===== config.mk =====
export PLATFORM = sky130hd
export DESIGN_NAME = xbus_cs_ctrl
export DESIGN_NICKNAME = d
export VERILOG_FILES = /design/src/rtl/xbus_pkg.sv /design/src/rtl/xbus_cfg_bank.sv /design/src/rtl/xbus_decode.sv /design/src/rtl/xbus_lanes.sv /design/src/rtl/xbus_cs_ctrl.sv
export SDC_FILE = /design/constraint.sdc
export NUM_CORES = 1
export LEC_CHECK = 0
export BUFFER_PORTS_ARGS = -buffer_cell sky130_fd_sc_hd__buf_2
export CELL_PAD_IN_SITES_DETAIL_PLACEMENT = 1
export CELL_PAD_IN_SITES_GLOBAL_PLACEMENT = 2
export CORE_ASPECT_RATIO = 0.75
export CORE_MARGIN = 10
export CORE_UTILIZATION = 35
export CTS_CLUSTER_SIZE = 40
export DETAILED_ROUTE_END_ITERATION = 8
export PLACE_DENSITY = 0.86
export SYNTH_ARGS = -nofsm -noshare
export SYNTH_HDL_FRONTEND = slang
export SYNTH_HIERARCHICAL = 1
export SYNTH_SLANG_ARGS = --single-unit

===== constraint.sdc =====
create_clock -name clk -period 5.3 [get_ports clk]
set_input_delay 0.53 -clock clk [delete_from_list [all_inputs] [get_ports clk]]
set_output_delay 0.53 -clock clk [all_outputs]
set_load 0.05 [all_outputs]

===== src/rtl/xbus_pkg.sv =====
// Package: shared types for the external bus chip-select controller.
// Assumes a 16-bit external data path and a 3-bit wait field.
package xbus_pkg;
    localparam int WAIT_W = 3;
    localparam int DATA_W = 16;

    // Per-region settings, packed so bit0 = width, bit1 = byte order,
    // bit2 = multiplexed format, bits[5:3] = wait count.
    typedef struct packed {
        logic [WAIT_W-1:0] waits;
        logic              mux;
        logic              big;
        logic              w16;
    } area_cfg_t;

    localparam area_cfg_t CFG_RESET = '{waits: {WAIT_W{1'b1}}, mux: 1'b0, big: 1'b0, w16: 1'b0};

    typedef enum logic [1:0] {
        ST_IDLE  = 2'd0,
        ST_ALE   = 2'd1,
        ST_SETUP = 2'd2,
        ST_STRB  = 2'd3
    } bus_st_t;
endpackage


===== src/rtl/xbus_cfg_bank.sv =====
// Module: holds one settings word per region, written through a simple
// write strobe. Assumes writes may arrive at any time; users copy the
// value at request acceptance.
module xbus_cfg_bank
    import xbus_pkg::*;
#(
    parameter int N_AREAS = 4,
    localparam int SEL_W = $clog2(N_AREAS)
) (
    input  logic                    clk,
    input  logic                    rst_n,
    input  logic                    we,
    input  logic [SEL_W-1:0]        sel,
    input  area_cfg_t               wdata,
    output area_cfg_t [N_AREAS-1:0] cfg_o
);
    for (genvar g = 0; g < N_AREAS; g++) begin : g_area
        // Settings register of region g.
        always_ff @(posedge clk) begin
            if (!rst_n) begin
                cfg_o[g] <= CFG_RESET;
            end else if (we && (sel == SEL_W'(g))) begin
                cfg_o[g] <= wdata;
            end
        end
    end
endmodule


===== src/rtl/xbus_decode.sv =====
// Module: splits an internal address into region index and offset and
// flags addresses above the external window. Purely combinational.
module xbus_decode #(
    parameter int ADDR_W  = 28,
    parameter int OFS_W   = 24,
    parameter int N_AREAS = 4,
    localparam int SEL_W  = $clog2(N_AREAS),
    localparam int TOP_W  = ADDR_W - OFS_W - SEL_W
) (
    input  logic [ADDR_W-1:0] addr,
    output logic              hit,
    output logic [SEL_W-1:0]  area,
    output logic [OFS_W-1:0]  ofs
);
    assign ofs  = addr[OFS_W-1:0];
    assign area = addr[OFS_W +: SEL_W];

    if (TOP_W > 0) begin : g_top
        assign hit = (addr[ADDR_W-1 -: TOP_W] == '0);
    end else begin : g_notop
        assign hit = 1'b1;
    end
endmodule


===== src/rtl/xbus_lanes.sv =====
// Module: steers write data onto the external lanes and merges read data
// back, following width, byte order and beat number. Assumes 16-bit
// accesses are aligned to even addresses.
module xbus_lanes
    import xbus_pkg::*;
(
    input  logic              w16,
    input  logic              big,
    input  logic              half,
    input  logic              a0,
    input  logic              beat,
    input  logic [DATA_W-1:0] wdata,
    input  logic [DATA_W-1:0] din,
    input  logic [DATA_W-1:0] racc,
    output logic [DATA_W-1:0] dout,
    output logic [1:0]        be_n,
    output logic [DATA_W-1:0] rnext
);
    logic sel_hi;

    // Lane choice and byte-order steering for the current beat.
    always_comb begin
        sel_hi = beat ^ big;
        dout   = '0;
        be_n   = 2'b11;
        rnext  = racc;
        if (w16) begin
            if (half) begin
                dout  = big ? {wdata[7:0], wdata[15:8]} : wdata;
                be_n  = 2'b00;
                rnext = big ? {din[7:0], din[15:8]} : din;
            end else begin
                dout  = {wdata[7:0], wdata[7:0]};
                be_n  = a0 ? 2'b01 : 2'b10;
                rnext = {8'h00, a0 ? din[15:8] : din[7:0]};
            end
        end else begin
            be_n = 2'b10;
            if (half) begin
                dout  = {8'h00, sel_hi ? wdata[15:8] : wdata[7:0]};
                rnext = sel_hi ? {din[7:0], racc[7:0]} : {racc[15:8], din[7:0]};
            end else begin
                dout  = {8'h00, wdata[7:0]};
                rnext = {8'h00, din[7:0]};
            end
        end
    end
endmodule


===== src/rtl/xbus_cs_ctrl.sv =====
// Module: top of the external bus chip-select controller. Takes one
// internal request at a time, posts writes, and runs the per-region
// external cycle (address phase, setup, strobe with waits). Assumes
// OFS_W >= 16 and aligned 16-bit accesses.
module xbus_cs_ctrl
    import xbus_pkg::*;
#(
    parameter int ADDR_W  = 28,
    parameter int OFS_W   = 24,
    parameter int N_AREAS = 4,
    localparam int SEL_W  = $clog2(N_AREAS),
    localparam int CFG_W  = $bits(area_cfg_t)
) (
    input  logic               clk,
    input  logic               rst_n,
    input  logic               cfg_we,
    input  logic [SEL_W-1:0]   cfg_area,
    input  logic [CFG_W-1:0]   cfg_wdata,
    input  logic               in_valid,
    output logic               in_ready,
    input  logic               in_write,
    input  logic               in_half,
    input  logic [ADDR_W-1:0]  in_addr,
    input  logic [DATA_W-1:0]  in_wdata,
    output logic               rsp_valid,
    output logic               rsp_err,
    output logic [DATA_W-1:0]  rsp_rdata,
    output logic [N_AREAS-1:0] ext_cs_n,
    output logic [OFS_W-1:0]   ext_addr,
    output logic [DATA_W-1:0]  ext_dout,
    output logic               ext_doe,
    input  logic [DATA_W-1:0]  ext_din,
    output logic               ext_ale,
    output logic               ext_rd_n,
    output logic               ext_wr_n,
    output logic [1:0]         ext_be_n
);
    area_cfg_t [N_AREAS-1:0] cfg_all;
    logic                    dec_hit;
    logic [SEL_W-1:0]        dec_area;
    logic [OFS_W-1:0]        dec_ofs;

    bus_st_t           st_q;
    area_cfg_t         cur_q;
    logic [SEL_W-1:0]  area_q;
    logic [OFS_W-1:0]  ofs_q;
    logic              wr_q;
    logic              half_q;
    logic [DATA_W-1:0] wdata_q;
    logic              beat_q;
    logic [WAIT_W-1:0] wcnt_q;
    logic [DATA_W-1:0] racc_q;
    logic              rsp_valid_q;
    logic              rsp_err_q;
    logic [DATA_W-1:0] rsp_rdata_q;

    logic [DATA_W-1:0] lane_dout;
    logic [1:0]        lane_be_n;
    logic [DATA_W-1:0] lane_rnext;
    logic              accept;
    logic              last_beat;
    logic              strb_done;
    logic              busy;

    xbus_cfg_bank #(.N_AREAS(N_AREAS)) u_cfg (
        .clk   (clk),
        .rst_n (rst_n),
        .we    (cfg_we),
        .sel   (cfg_area),
        .wdata (area_cfg_t'(cfg_wdata)),
        .cfg_o (cfg_all)
    );

    xbus_decode #(.ADDR_W(ADDR_W), .OFS_W(OFS_W), .N_AREAS(N_AREAS)) u_dec (
        .addr (in_addr),
        .hit  (dec_hit),
        .area (dec_area),
        .ofs  (dec_ofs)
    );

    xbus_lanes u_lanes (
        .w16   (cur_q.w16),
        .big   (cur_q.big),
        .half  (half_q),
        .a0    (ofs_q[0]),
        .beat  (beat_q),
        .wdata (wdata_q),
        .din   (ext_din),
        .racc  (racc_q),
        .dout  (lane_dout),
        .be_n  (lane_be_n),
        .rnext (lane_rnext)
    );

    assign busy      = (st_q != ST_IDLE);
    assign in_ready  = !busy;
    assign accept    = in_valid && in_ready;
    assign last_beat = !(half_q && !cur_q.w16) || beat_q;
    assign strb_done = (wcnt_q == cur_q.waits);

    // Request sequencer: accept, address phase, setup, strobe and beats.
    always_ff @(posedge clk) begin
        if (!rst_n) begin
            st_q        <= ST_IDLE;
            cur_q       <= CFG_RESET;
            area_q      <= '0;
            ofs_q       <= '0;
            wr_q        <= 1'b0;
            half_q      <= 1'b0;
            wdata_q     <= '0;
            beat_q      <= 1'b0;
            wcnt_q      <= '0;
            racc_q      <= '0;
            rsp_valid_q <= 1'b0;
            rsp_err_q   <= 1'b0;
            rsp_rdata_q <= '0;
        end else begin
            rsp_valid_q <= 1'b0;
            case (st_q)
                ST_IDLE: begin
                    if (accept) begin
                        if (!dec_hit) begin
                            rsp_valid_q <= 1'b1;
                            rsp_err_q   <= 1'b1;
                        end else begin
                            cur_q   <= cfg_all[dec_area];
                            area_q  <= dec_area;
                            ofs_q   <= dec_ofs;
                            wr_q    <= in_write;
                            half_q  <= in_half;
                            wdata_q <= in_wdata;
                            beat_q  <= 1'b0;
                            st_q    <= cfg_all[dec_area].mux ? ST_ALE : ST_SETUP;
                            if (in_write) begin
                                rsp_valid_q <= 1'b1;
                                rsp_err_q   <= 1'b0;
                            end
                        end
                    end
                end
                ST_ALE: begin
                    st_q <= ST_SETUP;
                end
                ST_SETUP: begin
                    wcnt_q <= '0;
                    st_q   <= ST_STRB;
                end
                ST_STRB: begin
                    if (!strb_done) begin
                        wcnt_q <= wcnt_q + 1'b1;
                    end else begin
                        if (!wr_q) begin
                            racc_q <= lane_rnext;
                        end
                        if (last_beat) begin
                            st_q <= ST_IDLE;
                            if (!wr_q) begin
                                rsp_valid_q <= 1'b1;
                                rsp_err_q   <= 1'b0;
                                rsp_rdata_q <= lane_rnext;
                            end
                        end else begin
                            beat_q <= 1'b1;
                            st_q   <= cur_q.mux ? ST_ALE : ST_SETUP;
                        end
                    end
                end
                default: st_q <= ST_IDLE;
            endcase
        end
    end

    for (genvar g = 0; g < N_AREAS; g++) begin : g_cs
        // Select line of region g, low for the whole external cycle.
        assign ext_cs_n[g] = !(busy && (area_q == SEL_W'(g)));
    end

    // External pin drive derived from the sequencer state.
    always_comb begin
        ext_addr = ofs_q + OFS_W'(beat_q);
        ext_ale  = (st_q == ST_ALE);
        ext_dout = ext_ale ? ext_addr[DATA_W-1:0] : lane_dout;
        ext_doe  = ext_ale || (wr_q && ((st_q == ST_SETUP) || (st_q == ST_STRB)));
        ext_rd_n = !((st_q == ST_STRB) && !wr_q);
        ext_wr_n = !((st_q == ST_STRB) && wr_q);
        ext_be_n = busy ? lane_be_n : 2'b11;
    end

    assign rsp_valid = rsp_valid_q;
    assign rsp_err   = rsp_err_q;
    assign rsp_rdata = rsp_rdata_q;
endmodule


* After elaboration in Yosys (flattened, before gate mapping) *
Index checks and enable logic that the tools add are counted.

word-level totals
  register bits = 114
  bits of input ports = 74

operators by class
  add/sub/neg operators = 2
  magnitude comparators = 1
  equality and inequality tests = 18
  mux-type cells = 46
  bitwise operators = 2
  reductions and logical operators = 40

operators with widths
  kind                   number
  $mux W16               9
  $add A24 B1 Y24        1
  $mux W8                3
  $mux W2                10
  $mux W1                16
  $ne A2 B2 Y1 const B   7
  $logic_and A1 B1 Y1    13
  $bmux W6 S2            1
  $eq A2 B2 Y1 const B   6
  $logic_not A1 Y1       10
  $reduce_and A3 Y1      3
  $logic_not A2 Y1       4
  $pmux W2 S4            1
  $eq A2 B1 Y1 const B   3
  $mux W6                1
  $pmux W1 S2            3
  $pmux W3 S2            1
  $reduce_and A6 Y1      1
  $reduce_bool A2 Y1     3
  $reduce_and A5 Y1      1
  $reduce_and A4 Y1      1
  $add A3 B1 Y3 const B  1
  $eq A3 B3 Y1           1
  $logic_or A1 B1 Y1     3
  6 further kinds        6

* Longest topological paths before layout *
Gate-level depths: netlist (run 1).

  depth in word-level cells = 7
  mapped depth = 7
  depth with buffers taken out = 6

* Cells and area by module *
Netlist (run 1), hierarchy kept.

by module, submodules not included
  module         instances  cells an instance  area an instance (um^2)
  xbus_cs_ctrl   1          519                4564.4
  xbus_cfg_bank  1          85                 933.4
  xbus_lanes     1          107                852.1
  xbus_decode    1          27                 198.9

* Least setup slack after synthesis (run 1) *
Ideal clock, no wire load.

  path type = register to output
  from = register beat_q
  to = output port ext_dout[8]
  data arrival time = 2.632 ns
  path slack = 2.138 ns
  stages on the path, launching flop included = 7
  buffers on the path = 0
  cell sequence = dfxtp_1 -> ha_1 -> ha_1 -> and4_1 -> nand4_1 -> xnor2_1 -> mux2_2

on the way
  word-level cells in the longest chain between the ends = 2

RTL lines
  element                 RTL line             source
  from (decl)             xbus_cs_ctrl.sv:50   logic beat_q;
  from (signal assigned)  xbus_cs_ctrl.sv:111  beat_q <= 1'b0;
  from (signal assigned)  xbus_cs_ctrl.sv:132  beat_q <= 1'b0;
  from (signal assigned)  xbus_cs_ctrl.sv:163  beat_q <= 1'b1;
  $add A24 B1 Y24         xbus_cs_ctrl.sv:180  ext_addr = ofs_q + OFS_W'(beat_q);
  net ext_addr[8]         xbus_cs_ctrl.sv:29   output logic [OFS_W-1:0] ext_addr,
  $mux W16                xbus_cs_ctrl.sv:182  ext_dout = ext_ale ? ext_addr[DATA_W-1:0] : lane_dout;
  to (decl)               xbus_cs_ctrl.sv:30   output logic [DATA_W-1:0] ext_dout,

The timed path passes the listed nets, and every way through them passes these cells.

* Worst setup path in the final report (run 1) *
  from = register cur_q[0] in the netlist's numbering
  to = output port ext_dout[15]

on the way
  word-level cells in the longest chain between the ends = 2

RTL lines
  element                 RTL line             source
  from (decl)             xbus_cs_ctrl.sv:44   area_cfg_t cur_q;
  from (signal assigned)  xbus_cs_ctrl.sv:126  cur_q <= cfg_all[dec_area];
  $mux W16                xbus_lanes.sv:27     if (w16) begin
  net lane_dout[15]       xbus_cs_ctrl.sv:57   logic [DATA_W-1:0] lane_dout;
  $mux W16                xbus_cs_ctrl.sv:182

The timed path passes the listed nets, and every way through them passes these cells.

==> results.toml, run 1 <==
[power]
p_total_mw = 2.918
leakage_nw = 3.421
internal-power_mw = 2.001
sw_frac_of_total_pct = 31.43
ir_drop_uv = 210.7
p_per_area_nw_per_um2 = 371.8
seq_power_share_pct = 32.7
p_sw_mw = 0.9170
clkPwrFrac_pct = 45.1
pwr-share-comb_pct = 22.2

[grt]
antenna_found_initial = 0
grt_pass1_vias = 5764
grt_max_degree = 74
grt_usage_pct = 15.77
grt_pass1_wl_mm = 31.47
grt.overflow.total = 0

[outcome]
status = "finished, final reports clean"

[setup_path]
r2r_setup_slack_ns = 2.61
rr_startpoint = "cur_q[1]"
cp_data_arrival_time_ns = 2.77
crit_fanout = 25
max_stage_delay_ns = 0.87
worstReg2RegEnd = "racc_q[1]"
timing.reg2reg.worst_path_depth = 6
worst_setup_path_end_kind = "output pin"
cpMaxStageDelayCell = "dfxtp_1"
critical-path-top-delay-family = "buffers and inverters"
worst-setup-path-type = "register to output pin"
start_kind = "register"
cp-startpoint = "cur_q[0]"
worstPathRequired_ns = 4.77
cpMostUsedCell = "nor2_1"
cp_num_buf_inv = 2
crit_chain = "inv_1 -> nor2_1 -> nor2_1 -> a31oi_1 -> buf_2"

[floorplanning]
die_area_um2 = 24640
die_width_um = 178.0
die_h_um = 138.5
initial_core_util_pct = 35.49
io_pins = 143
core-area_um2 = 18450
rows = 43

[worst_hold_path]
whs_endpoint = "ofs_q[19]"
holdPathStages = 3
hp-class = "input pin to register"
holdCritStartpoint = "in_addr[19]"

[synthesis]
async_reset_ff_share_pct = 0
synth_warnings = 6
syn_area_per_cell_um2 = 8.874
synth_top_area_cell = "dfxtp_1"
synthTopCellsByCount = "nand2_1 (165), dfxtp_1 (114), mux2i_1 (83)"
synth-seq-cells = 114
netlist_instances = 738
synth_edf_count = 0
netlist_area_um2 = 6549
yosysSeqAreaShare_pct = 34.85
synth_nets = 820
synthMostInstantiatedCell = "nand2_1"
synth_ff_type = "dfxtp_1"
synth_cell_type_count = 59
synth.top_cell.area_share_pct = 34.85
synth.top_cells.by_area = "dfxtp_1 (35%), mux2i_1 (13%), nand2_1 (9.5%)"

[finish]
drive_gt1_share_pct = 28.38
fin_nets = 911
area_growth_pct = 19.83
antennaDiodeCount = 0

[clock_tree]
cts_buffers = 17
hold_buffers = 0
clkLatencyLatePin_ns = 0.41
clk_path_buf_depth = 2
cts.reportedPaths.clkPinSlew_ns = 0.06
cts_setup_buffers = 0
cts_root_buffer = "clkbuf_16"
clock_sinks = 114
cts_tree = "done"
cts_resized = 0
htree_num_levels = 4

[drt]
first_pass_iters = 4
drt-initial-drc-count = 257
ant_nets = 0
drt_wl_total_mm = 19.56
wl_per_cell_um = 17.97
viasPerCell = 4.977
drc = 0
via_count = 5420

[placement]
io_buffers = 142
dpl.hpwl_mm = 14.27
gp_congestion = 0.8378

[sta]
slew_headroom_pct = 29.29
fin_crit_sh_pct = 62.36
fin_setup_tns_ns = 0
min_period_ns = 3.305
timing.fmax_mhz = 302.6
skew_ns = 0.008349
drv_slew = 0
hold_slack_ns = 0.3594
rsz0062_at_grt = "no"
final-setup-viol-count = 0
worst_pin_slew_ns = 1.060
finalHoldViolCount = 0

[job]
maxCapViolCount = 0
-- flip-flops by register name, summed over array words and instances, names as in the netlist, 2 cells and up --
name	flops
wcnt_q	3
area_q	2
wdata_q	16
racc_q	16
st_q	2
ofs_q	24
rsp_rdata	16
u_cfg/cfg_o	24
cur_q	6
-- worst max-delay path by stage --
stage                    to  depth (start not counted)
2_1_floorplan   ext_dout[8]                          6
3_3_place_gp   ext_dout[15]                          5
3_5_place_dp   ext_dout[15]                          5
4_1_cts        ext_dout[15]                          5
5_1_grt        ext_dout[15]                          5
6_report       ext_dout[15]                          5
-- through the flow --
step                      cell area, um2  utilization, %  cells  worst slack, ns
after global placement              7174           38.88   1057            2.470
after global routing                7848           42.52   1089            1.821
final                               7848           42.52   1089            1.995
after floorplan                     6549               -    738            2.138
after detailed placement            7174           38.88   1057            2.433
after CTS                           7848           42.52   1089            1.981
-- tightest hold or removal path, stage by stage --
cell and delay [ns]:
buf_2 0.09, nand2_1 0.04, a21boi_0 0.06
-- power groups by stage --
stage | clock network [mW] | registers [mW] | logic, mW
finish | 1.32 | 0.954 | 0.647
CTS | 1.35 | 0.955 | 0.652
floorplan | 0 | 0.966 | 0.487
global route | 1.39 | 0.962 | 0.703
detailed placement | 0 | 0.973 | 0.651
global placement | 0 | 0.972 | 0.645
-- layer usage --
layer	vias up	wire length, um	GRT usage [%]
met1	2605	9511	21.14
met5	-	0	0
li1	2704	-	-
met4	0	95	3.415
met2	102	8864	24.74
met3	9	1093	4.163
-- cells in the final DEF (no fill, tap or decap), drive strengths merged, types with 8 or more instances in the layout --
cell / n
a211oi: 9
a21boi: 50
a21oi: 17
and3: 9
buf: 145
clkbuf: 19
dfxtp: 114
ha: 8
inv: 10
mux2: 30
mux2i: 84
nand2: 167
nand3: 12
nand4: 8
nor2: 15
nor2b: 32
o21ai: 17
xnor2: 14
xor2: 11
-- area by class of cell --
type                       instances  area (um2)
fill                            2192       10610
tap                              247       309.0
clock inverter                    13       230.2
clock buffer                      19       442.9
sequential                       114        2282
multi-input combinational        543        3817
timing repair buffer             145       735.7
inverter                           8       30.03
-- cell families (layout without fill, tap and decap cells) --
group	count (synthesis)	in the layout	share of synthesized area, %
fa+ha+maj	8	8	1.529
xor+xnor	25	25	3.458
mux	119	119	19.83
compound gates	108	108	11.96
flops	114	114	34.85
simple gates	283	283	21.42
buf+inv	81	185	6.954
Note: power is estimated with default switching activity, not from simulation.
==> inputs of run 2 (changes only) <==
--- a/config.mk
+++ b/config.mk
@@ -10,10 +10,10 @@
 export CELL_PAD_IN_SITES_GLOBAL_PLACEMENT = 2
 export CORE_ASPECT_RATIO = 0.75
 export CORE_MARGIN = 10
-export CORE_UTILIZATION = 35
+export CORE_UTILIZATION = 30
 export CTS_CLUSTER_SIZE = 40
 export DETAILED_ROUTE_END_ITERATION = 8
-export PLACE_DENSITY = 0.86
+export PLACE_DENSITY = 0.79
 export SYNTH_ARGS = -nofsm -noshare
 export SYNTH_HDL_FRONTEND = slang
 export SYNTH_HIERARCHICAL = 1
==> constraint.sdc (replaced) <==
create_clock -name clk -period 2.67 [get_ports clk]
set_input_delay 0.267 -clock clk [delete_from_list [all_inputs] [get_ports clk]]
set_output_delay 0.267 -clock clk [all_outputs]
set_load 0.05 [all_outputs]
==> run 2 against run 1 <==
Utilization fell by 4.7 points. Sequential cell count did not move. Cell count rose by 4.9%. Register-to-register slack got worse by 2.0 ns. Worst setup slack got worse by 1.9 ns. Sequential power rose by 98%. Via count rose by 0.30%. Combinational power rose by 110%. Global-route usage fell by 1.4 points. Die area rose by 14%. Sequential share of layout area fell by 0.72 points. Critical endpoint is now ext_dout[8].
==> results.toml, run 2 (synthesis results as in run 1) <==
[setup_path]
timing.reg2reg.worst_path_depth = 5
worst-setup-path-type = "register to output pin"
cpMaxStageDelayCell = "dfxtp_1"
crit_chain = "ha_1 -> ha_2 -> and4_4 -> nand4_1 -> xnor2_2 -> mux2_2 -> clkbuf_4"
crit_fanout = 5
start_kind = "register"
cp-startpoint = "ofs_q[0]"
worst_setup_path_end_kind = "output pin"
r2r_setup_slack_ns = 0.65
worstPathRequired_ns = 2.40
crit_path_end = "ext_dout[8]"
rr_startpoint = "st_q[1]"
max_stage_delay_ns = 0.33
worstReg2RegEnd = "st_q[0]"
cp_data_arrival_time_ns = 2.30

[finish]
multi_input_area_um2 = 3882
fin_nets = 923
layout_commonest_cell = "nand2_1"
drive_gt1_share_pct = 30.80
top_regs = "ofs_q x24, u_cfg/cfg_o x24"
final_cell_mix = "nand2_1 (165), buf_2 (137), dfxtp_1 (114)"
utilization_pct = 37.79
area_growth_pct = 22.87
final_cells = 1142
fillers = 2498
seq_area_um2 = 2282
fin_area_um2 = 8046
antennaDiodeCount = 0

[sta]
hold_slack_ns = 0.09005
finalHoldViolCount = 0
rsz0062_at_grt = "yes"
fin_ws_ns = 0.1067
fin_crit_sh_pct = 96.00
worst_pin_slew_ns = 0.6703
drv_slew = 0
skew_ns = 0.006766
fin_setup_tns_ns = 0
min_period_ns = 2.563
final-setup-viol-count = 0
timing.fmax_mhz = 390.1
slew_headroom_pct = 54.43

[placement]
io_buffers = 142
gp_congestion = 0.8333
dpl.hpwl_mm = 15.33
dpl_cell_area_um2 = 7393
place_inst = 1110
preCtsSetupSlack_ns = 0.5105

[power]
leakage_nw = 3.531
ir_drop_uv = 282.6
p_per_area_nw_per_um2 = 703.5
p_total_mw = 5.661

[clock_tree]
cts_setup_buffers = 0
cts_root_buffer = "clkbuf_16"
clk_path_buf_depth = 2
cts.reportedPaths.clkPinSlew_ns = 0.06
clock_sinks = 114
cts_tree = "done"
cts_buffers = 17
clkLatencyLatePin_ns = 0.42
htree_num_levels = 4

[floorplanning]
initial_core_util_pct = 30.75
rows = 46
die_h_um = 148.0
die_area_um2 = 28200
core-area_um2 = 21300
die_width_um = 190.6
io_pins = 143

[drt]
wl_per_cell_um = 17.83
drc = 0
ant_nets = 0
first_pass_iters = 4
drt_wl_total_mm = 20.36
via_count = 5436
viasPerCell = 4.760
drt-initial-drc-count = 240

[grt]
antenna_found_initial = 0
grt.overflow.total = 0
grt_usage_pct = 14.41
grt_pass1_vias = 5651
grt_max_degree = 62
grt_pass1_wl_mm = 32.56

[worst_hold_path]
hp-class = "input pin to register"

[job]
maxCapViolCount = 0

[outcome]
status = "finished, final reports clean"
run 2: worst min path at each step:
stage	startpoint	cells after the start	slack, ns	endpoint
finish	in_addr[21]	3	0.09	ofs_q[21]
global placement	rsp_rdata[4]	2	0.44	rsp_rdata[4]
global route	in_addr[18]	3	0.08	ofs_q[18]
detailed placement	u_cfg/cfg_o[0]	2	0.45	u_cfg/cfg_o[0]
floorplan	in_half	2	0.41	half_q
CTS	in_addr[21]	3	0.07	ofs_q[21]
run 2: power breakdown:
part	leakage, nW	switching [mW]	internal, mW
clock	0.300	0.873	1.57
combinational	2.31	0.895	0.435
sequential	0.924	0.0986	1.79
run 2: worst max-delay path, delay by kind of cell (launching register included):
family        cells  cell delay (ns)
xor+xnor          1             0.18
fa+ha+maj         2             0.43
buf+inv           1             0.22
simple gates      2             0.44
flops             1             0.33
mux               1             0.28
run 2: final cells by class:
cell class / count / area share (%)
clock inverter: 15 / 2.550
multi-input combinational: 543 / 48.25
clock buffer: 17 / 5.287
timing repair buffer: 157 / 10.70
inverter: 8 / 0.3732
sequential: 114 / 28.36
tap: 288 / 4.478
run 2: what timing repair did:
action,in CTS,in global routing
gates resized for setup,0,12
endpoints found under the setup margin,0,13
hold buffers,0,0
run 2: routing by layer:
metal  GRT usage, %  part of all wire (%)
met1          19.90                    51
met3          3.949                   4.8
met4          3.417                  0.84
met2          21.62                    43
met5              0                     0
